[src/rtl/lw_sram_pkg.sv]
package lw_sram_pkg;
  localparam int LANES  = 2;
  localparam int LANE_W = 9;
  localparam int WORD_W = LANES * LANE_W;
endpackage

[src/rtl/lw_sram_lane_mem.sv]
module lw_sram_lane_mem #(
  parameter int ADDR_W = 6,
  parameter int DATA_W = 9
) (
  input  logic              clk,
  input  logic              we,
  input  logic [ADDR_W-1:0] waddr,
  input  logic [DATA_W-1:0] wdata,
  input  logic [ADDR_W-1:0] raddr,
  output logic [DATA_W-1:0] rdata
);
  localparam int DEPTH = 1 << ADDR_W;

  logic [DATA_W-1:0] mem [DEPTH];

  // read-first simple dual-port: infers block RAM
  always_ff @(posedge clk) begin
    if (we) mem[waddr] <= wdata;
    rdata <= mem[raddr];
  end
endmodule

[src/rtl/lw_sram_wbuf.sv]
module lw_sram_wbuf
  import lw_sram_pkg::*;
#(
  parameter int ADDR_W = 6
) (
  input  logic              clk,
  input  logic              rst,
  input  logic              wr_phase,
  input  logic [ADDR_W-1:0] wr_addr,
  input  logic [LANES-1:0]  wr_mask,
  input  logic [WORD_W-1:0] din,
  input  logic [ADDR_W-1:0] rd_addr,
  output logic [LANES-1:0]  commit_we,
  output logic [ADDR_W-1:0] commit_addr,
  output logic [WORD_W-1:0] commit_data,
  output logic [LANES-1:0]  fwd_sel,
  output logic [WORD_W-1:0] fwd_data
);
  logic              pend_v;
  logic [ADDR_W-1:0] pend_addr;
  logic [WORD_W-1:0] pend_data;
  logic [LANES-1:0]  pend_mask;
  logic              hit_new, hit_old;
  logic [LANES-1:0]  sel_nxt;
  logic [WORD_W-1:0] data_nxt;

  assign hit_new     = wr_phase && (wr_addr == rd_addr);
  assign hit_old     = pend_v && (pend_addr == rd_addr);
  assign commit_addr = pend_addr;
  assign commit_data = pend_data;

  for (genvar i = 0; i < LANES; i++) begin : g_lane
    assign commit_we[i] = wr_phase && pend_v && pend_mask[i];
    always_comb begin
      if (hit_new && wr_mask[i]) begin
        sel_nxt[i] = 1'b1;
        data_nxt[i*LANE_W +: LANE_W] = din[i*LANE_W +: LANE_W];
      end else if (hit_old && pend_mask[i]) begin
        sel_nxt[i] = 1'b1;
        data_nxt[i*LANE_W +: LANE_W] = pend_data[i*LANE_W +: LANE_W];
      end else begin
        sel_nxt[i] = 1'b0;
        data_nxt[i*LANE_W +: LANE_W] = pend_data[i*LANE_W +: LANE_W];
      end
    end
  end

  always_ff @(posedge clk) begin
    if (rst) begin
      pend_v  <= 1'b0;
      fwd_sel <= '0;
    end else begin
      if (wr_phase) pend_v <= 1'b1;
      fwd_sel <= sel_nxt;
    end
    if (wr_phase) begin
      pend_addr <= wr_addr;
      pend_data <= din;
      pend_mask <= wr_mask;
    end
    fwd_data <= data_nxt;
  end

  // data taken in the write's data cycle lands in the pending entry
  a_r7_pend_loaded: assert property (@(posedge clk) disable iff (rst)
    wr_phase |=> pend_v && (pend_data == $past(din)));
  // pending entry holds still between writes
  a_r9_pend_held: assert property (@(posedge clk) disable iff (rst)
    !wr_phase |=> $stable(pend_data) && $stable(pend_addr));
endmodule

[src/rtl/lw_sram.sv]
module lw_sram
  import lw_sram_pkg::*;
#(
  parameter int ADDR_W = 6
) (
  input  logic              clk,
  input  logic              rst,
  input  logic              cs_n,
  input  logic              we_n,
  input  logic [LANES-1:0]  bw_n,
  input  logic [ADDR_W-1:0] addr,
  input  logic              oe_n,
  input  logic              sleep,
  input  logic [WORD_W-1:0] dq_in,
  output logic [WORD_W-1:0] dq_out,
  output logic              dq_oe
);
  logic              rd_go, wr_go;
  logic              rd_v, wr_q;
  logic [ADDR_W-1:0] addr_q;
  logic [LANES-1:0]  mask_q;
  logic [LANES-1:0]  commit_we, fwd_sel;
  logic [ADDR_W-1:0] commit_addr;
  logic [WORD_W-1:0] commit_data, fwd_data, ram_q;

  assign rd_go = !sleep && !cs_n && we_n;
  assign wr_go = !sleep && !cs_n && !we_n;

  always_ff @(posedge clk) begin
    if (rst) begin
      rd_v <= 1'b0;
      wr_q <= 1'b0;
    end else begin
      rd_v <= rd_go;
      wr_q <= wr_go;
    end
    addr_q <= addr;
    mask_q <= ~bw_n;
  end

  lw_sram_wbuf #(.ADDR_W(ADDR_W)) u_wbuf (
    .clk(clk), .rst(rst), .wr_phase(wr_q), .wr_addr(addr_q), .wr_mask(mask_q),
    .din(dq_in), .rd_addr(addr), .commit_we(commit_we), .commit_addr(commit_addr),
    .commit_data(commit_data), .fwd_sel(fwd_sel), .fwd_data(fwd_data)
  );

  for (genvar i = 0; i < LANES; i++) begin : g_lane
    lw_sram_lane_mem #(.ADDR_W(ADDR_W), .DATA_W(LANE_W)) u_mem (
      .clk(clk), .we(commit_we[i]), .waddr(commit_addr),
      .wdata(commit_data[i*LANE_W +: LANE_W]), .raddr(addr),
      .rdata(ram_q[i*LANE_W +: LANE_W])
    );
    assign dq_out[i*LANE_W +: LANE_W] = fwd_sel[i] ? fwd_data[i*LANE_W +: LANE_W]
                                                   : ram_q[i*LANE_W +: LANE_W];
  end

  assign dq_oe = rd_v && !oe_n && !sleep;

  a_r3_deselect_quiet: assert property (@(posedge clk) disable iff (rst)
    cs_n |=> !dq_oe);
  a_r4_read_drives: assert property (@(posedge clk) disable iff (rst)
    (!cs_n && we_n && !sleep) |=> (dq_oe || oe_n || sleep));
  a_r5_sleep_quiet: assert property (@(posedge clk) disable iff (rst)
    sleep |-> !dq_oe);
  a_r6_oe_quiet: assert property (@(posedge clk) disable iff (rst)
    oe_n |-> !dq_oe);
endmodule

[config.mk]
export PLATFORM = sky130hd
export DESIGN_NAME = lw_sram
export DESIGN_NICKNAME = d
export VERILOG_FILES = /design/src/rtl/lw_sram_pkg.sv /design/src/rtl/lw_sram_lane_mem.sv /design/src/rtl/lw_sram_wbuf.sv /design/src/rtl/lw_sram.sv
export SDC_FILE = /design/constraint.sdc
export NUM_CORES = 1
export LEC_CHECK = 0
export BUFFER_PORTS_ARGS = -buffer_cell sky130_fd_sc_hd__buf_2
export CAP_MARGIN = 10
export CELL_PAD_IN_SITES_DETAIL_PLACEMENT = 1
export CELL_PAD_IN_SITES_GLOBAL_PLACEMENT = 1
export CORE_AREA = 2 2 275 413
export DETAILED_ROUTE_END_ITERATION = 8
export DIE_AREA = 0 0 277 415
export PLACE_DENSITY_LB_ADDON = 0.1
export SYNTH_ARGS = -nofsm -noshare
export SYNTH_HDL_FRONTEND = slang
export SYNTH_SLANG_ARGS = --single-unit
[constraint.sdc]
create_clock -name clk -period 2.3 [get_ports clk]
set_input_delay 0.345 -clock clk [delete_from_list [all_inputs] [get_ports clk]]
set_output_delay 0.345 -clock clk [all_outputs]
set_load 0.005 [all_outputs]
==> results.md <==
- Counting flops and latches in the post-synthesis netlist gives 1227.
- The remaining global-route overflow is 0.
- By area the synthesized netlist is led by sky130_fd_sc_hd__edfxtp_1, sky130_fd_sc_hd__mux4_2, sky130_fd_sc_hd__mux2i_1.
- By startpoint and endpoint, the worst setup path is classified as reg -> out.
- The number of instances in the synthesized netlist is between 2000 and 2500.
- In the synthesized netlist the async set-or-reset flop fraction comes to 0%.
- After synthesis, the largest family of logic cells by area is multiplexers.
- STA puts the critical path data required time at just under 2 ns.
- The capturing element type of the critical path is an output port.
- The run finished with clean final reports.
- The H-tree was split into 3 levels.
- The routed layout has between 20000 and 25000 vias.
- Total power for the finished layout comes to 0.0458 W.
- Summed over all nets, the half-perimeter wirelength after detailed placement is between 80000 and 90000 µm.
- After routing the design area is 56000 µm².
- After synthesis, the netlist uses 47 different library cells.
- The synthesized netlist net count is ~2300.
- The congestion estimate from routability-driven global placement came to 0.801.
- The clock arrives with between 0.03 and 0.04 ns of skew.
- The clock latency at the later pin of the worst-skew pair is 0.73 ns.
- The first-iteration detailed-routing DRC count is 1809.
- The detailed-route wire length per cell is 30.5 µm.
- Internal power comes to 0.0363 W.
- Averaged over all synthesized cells, the footprint is 20.7 µm².
- The adder-cell share of the synthesized area is 0%.
- After filler insertion, the fill cell instance count of the layout stands at roughly 10000.
- In this run the static leakage power is around 19 nW.
- The y dimension of the die is 415 µm.
- The CTS tree is done.
- The fraction of synthesized cell area taken by the top area cell type is about three quarters.
- Entering global routing, the biggest net connects 66 pins.
- The iteration count of the initial detailed-routing pass is 7.
- Summing all placed instances gives a cell area of between 50000 and 60000 µm².
- The data arrival time of the critical path is 1.82 ns.
- The number of antenna violations at the first check in global routing is 3.
- The dominant register cell in the synthesized netlist is sky130_fd_sc_hd__edfxtp_1.
- The transition time at the pin with the least slew margin is between 0.9 and 1 ns.
- The worst ir drop on vdd is 0.731 mV.
- After layout, the worst setup slack is 0.135 ns.
- The final layout contains 2764 nets.
- The synthesized netlist devotes 3.06% of its cell area to compound gates.
- The highest fanout seen on the critical path is 9.
- The top-level I/O count is a little over 50.
- The overall routed net length is 130000 µm.
- For this configuration, the core starts out at a cell density of between 40% and 50%.
- Relative to the synthesized area, the layout overhead comes to 17.6%.
- The number of global-route vias before repair is 26100.
- The post-detailed-route via-to-cell ratio is ~5.6.
- The remaining number of nets flagged by the antenna check after routing is 0.
- The multi-input combinational cells in the finished layout cover a total of 10200 µm².
- Summed over all nets, the switching power comes to around 0.0095 W.
- The synthesized netlist devotes 2.52% of its cell area to simple gates.
- The share of the clock period used by the worst path is 94.1%.
- The number of failing setup endpoints in the final timing report is 0.
- The DRC violations left is 0.
- Sequential cells were found to cover 76.3% of the synthesized design area.
- In this run switching power makes up 20.8% of total power.
- The floorplan step defined a die boundary enclosing 115000 µm².
- The fraction of synthesized area in multiplexers is between 10% and 20%.
- The root buffer cell is sky130_fd_sc_hd__clkbuf_16.
- The total negative slack for setup checks is 0 ns.
- The area of the core is 111000 µm².
- The number of clock sinks is 1227.
- The kind of start point of the critical path is a flop.
- The longest clock path from root to sink contains 3 buffers.
- The setup slack at placement is -0.215 ns.
- The biggest area contributor in the post-synthesis netlist is sky130_fd_sc_hd__edfxtp_1.
- Max-cap violations in this run came to 0.
- The number of flops mapped to enable cells by yosys is approximately 1200.
- The first global-routing pass estimated 188000 µm of wire.
- The total routing usage reported by global routing is 22.8%.
- The sequential cell area is 36400 µm².
- The kind of path behind the tightest hold check is in -> reg.
- For this run, the number of Yosys warnings is 0.
- The final number of hold-violating endpoints is 0.
- Headroom to the max-slew limit came out at a little under two fifths.
- The number of buffers created by CTS is 113.
- The combinational cell fraction of total power is 4.8%.
- The share of the synthesized netlist area taken by xor and xnor gates is 0.221%.
- The row count is 150.
- After clock tree synthesis, the clock-pin slew on the worst setup and hold paths is 0.07 ns.
- The floorplan step set the die width to 277 µm.
- Per report_power, the sequential group accounts for between 50% and 60% of the total.
- Setup repair after global routing left no endpoint under its margin.
- The layout cell share with drive strength beyond 1 is 31.6%.
- The power per cell area is approximately 820 nW/µm².
- The clock group share of total power is 41.9%.
- Based on the critical path, the design can be clocked at up to 462 MHz.
- The number of slew-limit violations in the final report was 0.
- The smallest clock period supported by the final layout is computed as 2.17 ns.
- The area of the mapped netlist is 47600 µm².
- The port buffer count is 50.
[sequential cells by signal, indices dropped and copies added, names as in the netlist]
signal,count
addr_q,6
g_lane.u_mem.mem,1152
g_lane.u_mem.rdata,18
mask_q,2
rd_v,1
u_wbuf.commit_addr,6
u_wbuf.commit_data,18
u_wbuf.fwd_data,18
u_wbuf.fwd_sel,2
u_wbuf.pend_mask,2
u_wbuf.pend_v,1
wr_q,1
[power by group through the flow]
stage          sequential (W)  clock [W]  combinational (W)
3_3_place_gp           0.0249          0            0.00216
2_1_floorplan          0.0248          0            0.00123
6_report               0.0244     0.0192            0.00219
4_1_cts                0.0244     0.0196            0.00223
5_1_grt                0.0244     0.0203            0.00231
3_5_place_dp           0.0249          0            0.00219
[cells in the mapped netlist (2+ instances only)]
master,number
sky130_fd_sc_hd__a211oi_1,26
sky130_fd_sc_hd__a211oi_2,13
sky130_fd_sc_hd__a21oi_1,28
sky130_fd_sc_hd__a221oi_1,13
sky130_fd_sc_hd__a22oi_1,39
sky130_fd_sc_hd__and2_1,2
sky130_fd_sc_hd__and3_1,2
sky130_fd_sc_hd__buf_1,4
sky130_fd_sc_hd__buf_12,10
sky130_fd_sc_hd__buf_2,26
sky130_fd_sc_hd__buf_4,11
sky130_fd_sc_hd__buf_6,13
sky130_fd_sc_hd__buf_8,12
sky130_fd_sc_hd__clkbuf_1,42
sky130_fd_sc_hd__clkbuf_4,2
sky130_fd_sc_hd__clkbuf_8,3
sky130_fd_sc_hd__dfxtp_1,49
sky130_fd_sc_hd__edfxtp_1,1178
sky130_fd_sc_hd__inv_1,13
sky130_fd_sc_hd__mux2_2,87
sky130_fd_sc_hd__mux2i_1,140
sky130_fd_sc_hd__mux4_1,20
sky130_fd_sc_hd__mux4_2,203
sky130_fd_sc_hd__nand2_1,41
sky130_fd_sc_hd__nand2_2,2
sky130_fd_sc_hd__nand2b_1,5
sky130_fd_sc_hd__nand3_1,10
sky130_fd_sc_hd__nand3b_1,7
sky130_fd_sc_hd__nand4_1,3
sky130_fd_sc_hd__nor2_1,162
sky130_fd_sc_hd__nor2b_1,16
sky130_fd_sc_hd__nor4_1,7
sky130_fd_sc_hd__o21ai_0,31
sky130_fd_sc_hd__o221ai_1,5
sky130_fd_sc_hd__o22ai_1,36
sky130_fd_sc_hd__o311a_1,13
sky130_fd_sc_hd__or2_2,2
sky130_fd_sc_hd__or3_1,3
sky130_fd_sc_hd__or3b_2,4
sky130_fd_sc_hd__xnor2_1,6
sky130_fd_sc_hd__xor2_1,6
[what timing repair did]
item                                    4_1_cts  5_1_grt
gates resized for setup                       0        1
hold buffers                                 26        0
setup buffers                                 0        0
hold endpoints to repair                     44        0
endpoints found under the setup margin        0       10
[kinds of logic after synthesis]
group | after synthesis
flip-flops | 1227
multiplexers | 450
AND/OR/NAND/NOR | 270
AO/OA/AOI/OAI | 204
buffers and inverters | 138
XOR/XNOR | 12
[cell usage in the layout, fill, tap and decap left out, drive strengths merged]
cell	instances
a211oi	39
a21oi	28
a221oi	13
a22oi	39
and2	2
and2b	1
and3	2
buf	415
bufinv	15
clkbuf	145
clkinv	39
clkinvlp	3
dfxtp	49
diode	1
dlygate4sd3	26
edfxtp	1178
inv	14
mux2	87
mux2i	140
mux4	223
nand2	43
nand2b	5
nand3	10
nand3b	7
nand4	3
nor2	162
nor2b	16
nor3b	1
nor4	8
nor4b	1
o21ai	31
o221ai	5
o22ai	36
o311a	13
or2	2
or3	3
or3b	4
xnor2	6
xor2	6
[metal layers]
| metal | part of all wire, % | GRT usage, % |
|---|---|---|
| met1 | 39 | 27.2 |
| met2 | 55 | 42.5 |
| met3 | 3.4 | 2.89 |
| met4 | 2.8 | 7.28 |
| met5 | 0.010 | 0 |
[final cells by class]
| class | count | area share (%) |
|---|---|---|
| Antenna cell | 1 | 0.00447 |
| Clock buffer | 145 | 5.47 |
| Clock inverter | 58 | 1.18 |
| Inverter | 13 | 0.0871 |
| Multi-Input combinational cell | 936 | 18.3 |
| Sequential cell | 1227 | 64.9 |
| Tap cell | 1444 | 3.23 |
| Timing Repair Buffer | 441 | 6.84 |
[worst max-delay path: stages, from the launching register on]
cell,delay (ns)
sky130_fd_sc_hd__dfxtp_1,0.31
sky130_fd_sc_hd__buf_4,0.20
sky130_fd_sc_hd__mux2_2,0.42
sky130_fd_sc_hd__buf_2,0.15
[through the flow]
| stage | utilization, % | cells | hold WS [ns] |
|---|---|---|---|
| after floorplan | - | 2301 | 0.373 |
| after global placement | 46.8 | 4034 | 0.448 |
| after detailed placement | 46.8 | 4035 | 0.444 |
| after CTS | 50.4 | 4264 | 0.0720 |
| after global routing | 50.4 | 4264 | 0.0955 |
| final | 50.4 | 4265 | 0.117 |
[final timing paths]
| check | from | endpoint | slack (ns) | depth (start not counted) |
|---|---|---|---|---|
| max | u_wbuf.fwd_sel[1] | dq_out[17] | 0.14 | 3 |
| min | addr[4] | addr_q[4] | 0.12 | 2 |
| max reg2reg | u_wbuf.commit_addr[1] | g_lane[1].u_mem.mem[50][1] | 0.15 | 6 |
| min reg2reg | addr_q[1] | u_wbuf.commit_addr[1] | 0.46 | 0 |
Note: power is estimated with default switching activity, not from simulation.
